## src/rtl/can_accept_filter.sv

```systemverilog
module can_accept_filter #(
  parameter int NOBJ = 8,
  parameter int IDW  = 11,
  localparam int IXW = (NOBJ > 1) ? $clog2(NOBJ) : 1
) (
  input  logic            clk,
  input  logic            rst_n,
  input  logic            mask_we,
  input  logic [IDW-1:0]  mask_wdata,
  input  logic            obj_we,
  input  logic [IXW-1:0]  obj_sel,
  input  logic [IDW-1:0]  obj_wdata,
  input  logic            en_we,
  input  logic [NOBJ-1:0] en_wdata,
  input  logic            id_vld,
  input  logic [IDW-1:0]  id_in,
  output logic [NOBJ-1:0] accept,
  output logic            hit,
  output logic [IXW-1:0]  win_idx
);

  logic [IDW-1:0]  mask_q;
  logic [IDW-1:0]  oid_q [NOBJ];
  logic [NOBJ-1:0] en_q;
  logic [NOBJ-1:0] match;
  logic [NOBJ-1:0] acc_q;
  logic [IXW-1:0]  idx;

  always_ff @(posedge clk) begin
    if (!rst_n) mask_q <= '1;
    else if (mask_we) mask_q <= mask_wdata;
  end

  always_ff @(posedge clk) begin
    if (!rst_n) en_q <= '0;
    else if (en_we) en_q <= en_wdata;
  end

  always_ff @(posedge clk) begin
    for (int i = 0; i < NOBJ; i++) begin
      if (!rst_n) oid_q[i] <= '0;
      else if (obj_we && obj_sel == IXW'(i)) oid_q[i] <= obj_wdata;
    end
  end

  always_comb begin
    for (int i = 0; i < NOBJ; i++)
      match[i] = en_q[i] && (((id_in ^ oid_q[i]) & mask_q) == '0);
  end

  always_ff @(posedge clk) begin
    if (!rst_n) acc_q <= '0;
    else acc_q <= id_vld ? match : '0;
  end

  always_comb begin
    idx = '0;
    for (int i = NOBJ - 1; i >= 0; i--)
      if (acc_q[i]) idx = IXW'(i);
  end

  assign accept  = acc_q;
  assign hit     = |acc_q;
  assign win_idx = idx;

  AST_IDLE_CLEAR: assert property (@(posedge clk) disable iff (!rst_n)
    !id_vld |=> (accept == '0));
  AST_DISABLED_SILENT: assert property (@(posedge clk) disable iff (!rst_n)
    (accept & ~$past(en_q)) == '0);
  AST_LOWEST_WINNER: assert property (@(posedge clk) disable iff (!rst_n)
    hit |-> (accept[win_idx] && ((accept & ((NOBJ'(1) << win_idx) - NOBJ'(1))) == '0)));
  AST_MISS_IDX_ZERO: assert property (@(posedge clk) disable iff (!rst_n)
    !hit |-> (win_idx == '0 && accept == '0));

endmodule

```

## config.mk

```make
export PLATFORM = sky130hd
export DESIGN_NAME = can_accept_filter
export DESIGN_NICKNAME = d
export VERILOG_FILES = /design/src/rtl/can_accept_filter.sv
export SDC_FILE = /design/constraint.sdc
export NUM_CORES = 1
export LEC_CHECK = 0
export ABC_AREA = 1
export BUFFER_PORTS_ARGS = -buffer_cell sky130_fd_sc_hd__buf_2
export CORE_MARGIN = 5
export CORE_UTILIZATION = 35
export DETAILED_ROUTE_END_ITERATION = 8
export SYNTH_ARGS = -nofsm -noshare
export SYNTH_HDL_FRONTEND = slang
export SYNTH_SLANG_ARGS = --single-unit
```

## constraint.sdc

```tcl
create_clock -name clk -period 1.32 [get_ports clk]
set_input_delay 0.066 -clock clk [delete_from_list [all_inputs] [get_ports clk]]
set_output_delay 0.066 -clock clk [all_outputs]
set_load 0.01 [all_outputs]
```

Word level (Yosys, flattened, before mapping)
Memory sizes are Yosys's and may differ from the RTL's.
Cells that the tools add are included.
Cells by class
  equality and inequality tests: 7
  mux-type cells: 41
  bitwise logic cells: 24
  reduce and logical (&&, ||, !) cells: 27
Operators with widths (count)
  bitwise AND 11 bit: 8
  logical NOT 11 bit: 8
  2-to-1 mux 11 bit: 8
  XOR 11 bit: 8
  2-to-1 mux 1 bit: 25
  2-to-1 mux 3 bit: 8
  logical AND 1 bit: 16
  equality test 3 bit (second input constant): 4
  OR 1 bit: 8
  OR reduction 8 bit: 1
  equality test 3 x 2 -> 1 bit (second input constant): 2
  equality test 3 x 1 -> 1 bit (second input constant): 1
  logical NOT 3 bit: 1
  AND reduction 2 bit: 1
Word-level totals
  flip-flop bits (word level): 27
  memory bits (writable): 88
  output and inout bits: 12
  memories: 1
Memories
  oid_q: words 8, width 11, rd ports 8, clocked after Yosys merged registers in 0, write ports 8, RTL line 23  | logic [IDW-1:0] oid_q [NOBJ];

Logic depth before layout (Yosys ltp)
  word-level depth: 8
  depth in mapped cells: 8
  depth with buffers taken out: 7

Worst setup path before layout
Ideal clock, no wire load.
  path type: input -> register
  from: in obj_we
  to: mem oid_q[7][0] (netlist: oid_q[1][33]) (enable)
  arrival time: 980 ps
  required time: 926 ps
  setup slack: -54 ps
  stages: 2
  buffers on the path: 0
  cell sequence: nand2_1 o21ai_0
RTL lines
  from (decl): RTL line 10  | input logic obj_we,
  to (decl): RTL line 23

Final worst setup path
  from: reg acc_q[1] (netlist: accept[1])
  to: out win_idx[2]
Between the ends
  cells in the longest elaborated chain, start to end: 2
RTL lines
  from (decl): RTL line 26  | logic [NOBJ-1:0] acc_q;
  from (signal assigned): RTL line 53  | else acc_q <= id_vld ? match : '0;
  2-to-1 mux 3 bit (2 in series): RTL line 59  | if (acc_q[i]) idx = IXW'(i);
  to (decl): RTL line 19  | output logic [IXW-1:0] win_idx
No other way between the ends.

==> impl_table.tex <==
\begin{tabular}{lr}
\hline
Metric & Value \\
\hline
\multicolumn{2}{l}{\textbf{Synthesis}} \\
Portion of synthesized cell area occupied by the leading cell type & 0.435 \\
Part of the Yosys area used for sequential elements & 0.524 \\
Register bit total from synthesis & 115 \\
Total nets after synthesis & 851 \\
Library cell with the largest summed area after synthesis & sky130\_fd\_sc\_hd\_\_edfxtp\_1 \\
Top cells by area in the synthesized netlist & sky130\_fd\_sc\_hd\_\_edfxtp\_1, sky130\_fd\_sc\_hd\_\_nand2\_1, sky130\_fd\_sc\_hd\_\_dfxtp\_1 \\
Syn Std Cell Area & 6070 µm² \\
Syn Area/Cell & 7.58 µm² \\
Number of synthesis warnings & 0 \\
Post-Syn Instances & 801 \\
Library cells used by synthesis & 23 \\
\multicolumn{2}{l}{\textbf{GRT}} \\
Global-route congestion overflow total & 0 \\
Global routing usage summed across all routing layers & 0.181 \\
Number of antenna violations at the first check in global routing & 0 \\
Vias in the first global route & 5,054 \\
Maximum number of pins on one net before global-route repair & 21 \\
Global-route wire length before repair & 27,400 µm \\
\multicolumn{2}{l}{\textbf{Timing}} \\
Post-layout min period & 1.48 ns \\
Unrepaired setup endpoints after global routing & true \\
Minimum setup slack in the final design & -0.163 ns \\
Share of the clock period used by the worst path after layout & 1.12 \\
\# setup viols final & 4 \\
Total Negative Setup Slacks & -0.489 ns \\
Count of pins over their slew limit & 0 \\
Final Hold Vio Count & 0 \\
Least-Margin Pin Slew & 0.545 ns \\
Worst clock skew & 0.00953 ns \\
Max Freq & 0.674 GHz \\
Worst slew margin relative to its limit & 0.637 \\
\multicolumn{2}{l}{\textbf{Final layout}} \\
Post-route insts no fill & 1,132 \\
Area of all placed cells without fillers & 7600 µm² \\
FF+latch area & 3190 µm² \\
Share of layout cells above drive strength 1 & 0.187 \\
Most common library cell in the layout ignoring fill and taps & sky130\_fd\_sc\_hd\_\_nand2\_1 \\
Fill cell instance count of the final layout & 1,732 \\
Multi-input gate area & 2280 µm² \\
Number of antenna cells inserted & 0 \\
Area Growth Syn to Fin & 25.1\% \\
Leading cell types in the layout, fill and taps excluded & sky130\_fd\_sc\_hd\_\_nand2\_1, sky130\_fd\_sc\_hd\_\_inv\_1, sky130\_fd\_sc\_hd\_\_nand3\_1 \\
Final net count & 944 \\
\multicolumn{2}{l}{\textbf{Clocking}} \\
CTS buffer count & 17 \\
CTS tree & built \\
Skew-Pair Late Insertion Delay & 0.42 ns \\
H-tree depth & 4 \\
Clock sink total & 115 \\
Worst-case clock buffer depth & 2 \\
Register clock-pin slew on the reported worst setup and hold paths & 0.05 ns \\
Root buffer selected by CTS & sky130\_fd\_sc\_hd\_\_clkbuf\_16 \\
\multicolumn{2}{l}{\textbf{Placed design}} \\
Final weighted congestion in routability-driven placement & 0.828 \\
Post-DP HPWL & 12,500 µm \\
Post-DP Area & 6710 µm² \\
Dpl cells & 1,079 \\
Buffers added on ports & 61 \\
\multicolumn{2}{l}{\textbf{Run status}} \\
Violated checks & negative setup slack \\
Status & finished with violations \\
\multicolumn{2}{l}{\textbf{Floorplan}} \\
Die span in y & 142 µm \\
X dimension of the die & 142 µm \\
I/O pin cnt & 62 \\
Starting density of the core & 0.354 \\
\# rows & 48 \\
Die Area & 20,100 µm² \\
Area of the core & 17,200 µm² \\
\multicolumn{2}{l}{\textbf{Power and ir drop}} \\
Pwr Density & 1340 nW/µm² \\
Largest voltage drop on the vdd net & 0.849 mV \\
Lkg Pwr & 3.63 nW \\
\multicolumn{2}{l}{\textbf{Drt}} \\
Number of iterations in the first detailed-routing pass & 5 \\
Detailed-route wire length & 17,500 µm \\
Mean routed wirelength per cell & 15.4 µm \\
Vias/cell & 4.65 \\
Count of unresolved DRC violations after routing & 0 \\
Residual antenna-violating net count after detailed routing & 0 \\
Total via count after detailed routing & 5,262 \\
Initial drt markers & 401 \\
\multicolumn{2}{l}{\textbf{Critical path}} \\
Kind of end point of the critical path & output pin \\
Worst path required time & 1.25 ns \\
Largest fanout on the critical path & 2 \\
Worst path arrival time & 1.42 ns \\
Startpoint-to-endpoint class of the critical path & flip-flop to output pin \\
Critical Path Start Type & flip-flop \\
\multicolumn{2}{l}{\textbf{Job}} \\
Max-cap violation count & 0 \\
\multicolumn{2}{l}{\textbf{Min path}} \\
Min-delay worst type & input port to flip-flop \\
\hline
\end{tabular}
[final cells by class]
cell class	instances	area share
clock buffers	26	0.0728
clock inverters	6	0.0112
inverters	124	0.0613
multi-input cells	525	0.300
flip-flops and latches	115	0.420
well taps	225	0.0370
repair buffers	111	0.0980
[power by group]
part	internal (W)	switching, W
Combinational	0.000391	0.000657
Sequential	0.00412	0.000164
Clock	0.00326	0.00159
[worst max-delay path, cell delays in order (launching register included)]
cell	delay [ns]
sky130_fd_sc_hd__dfxtp_2	0.32
sky130_fd_sc_hd__or2_4	0.26
sky130_fd_sc_hd__nor3_4	0.13
sky130_fd_sc_hd__inv_1	0.06
sky130_fd_sc_hd__nor2_1	0.09
sky130_fd_sc_hd__buf_2	0.14
[logic make-up after synthesis]
group | count (synthesis) | synth area share
AOI/OAI and AO/OA | 19 | 0.0159
and+or+nand+nor | 506 | 0.354
buffers and inverters | 161 | 0.107
DFF | 115 | 0.524
[cells in the mapped netlist (all sizes together)]
cell type,instances
a21oi,9
a31oi,1
buf,25
clkbuf,12
dfxtp,27
edfxtp,88
inv,124
nand2,253
nand3,108
nand4,8
nor2,125
nor3,2
o21ai,9
or2,10
[repair_timing]
item	4_1_cts	5_1_grt
pin swaps	2	3
endpoints found under the setup margin	4	4
gates resized for setup	10	4
hold buffers	19	0
hold endpoints to repair	19	0
buffers inserted	2	0
[registers in the layout, indices dropped and copies added, names as in the netlist]
signal	count
mask_q	11
en_q	8
accept	8
oid_q	88
[metal layers]
| layer | vias to the layer above | share of wire | track usage |
|---|---|---|---|
| met1 | 2382 | 0.42 | 0.226 |
| met5 | - | 0 | 0 |
| met2 | 167 | 0.49 | 0.311 |
| met4 | 0 | 0.020 | 0.0601 |
| met3 | 28 | 0.068 | 0.0415 |
| li1 | 2685 | - | - |
[stage by stage]
step / hold slack (ns) / power [W] / utilization / setup slack [ns]
2_1_floorplan: 0.188 / 0.00497 / - / 0.0494
3_3_place_gp: 0.285 / 0.00534 / 0.391 / 0.00528
3_5_place_dp: 0.282 / 0.00536 / 0.391 / 0.0155
4_1_cts: 0.0825 / 0.0102 / 0.441 / -0.159
5_1_grt: 0.109 / 0.0106 / 0.442 / -0.242
6_report: 0.0877 / 0.0102 / 0.442 / -0.163
[path summary, 6_finish.rpt]
check,from,endpoint,slack [ns],cells past startpoint
max,accept[1]$_SDFF_PN0_,win_idx[2],-0.16,5
min,obj_wdata[2],oid_q[0][13]$_SDFFCE_PN0P_,0.09,3
max reg2reg,mask_q[2]$_SDFFE_PN1P_,accept[6]$_SDFF_PN0_,0.14,6
min reg2reg,en_q[1]$_SDFFE_PN0P_,en_q[1]$_SDFFE_PN0P_,0.46,2
Note: power is estimated with default switching activity, not from simulation.
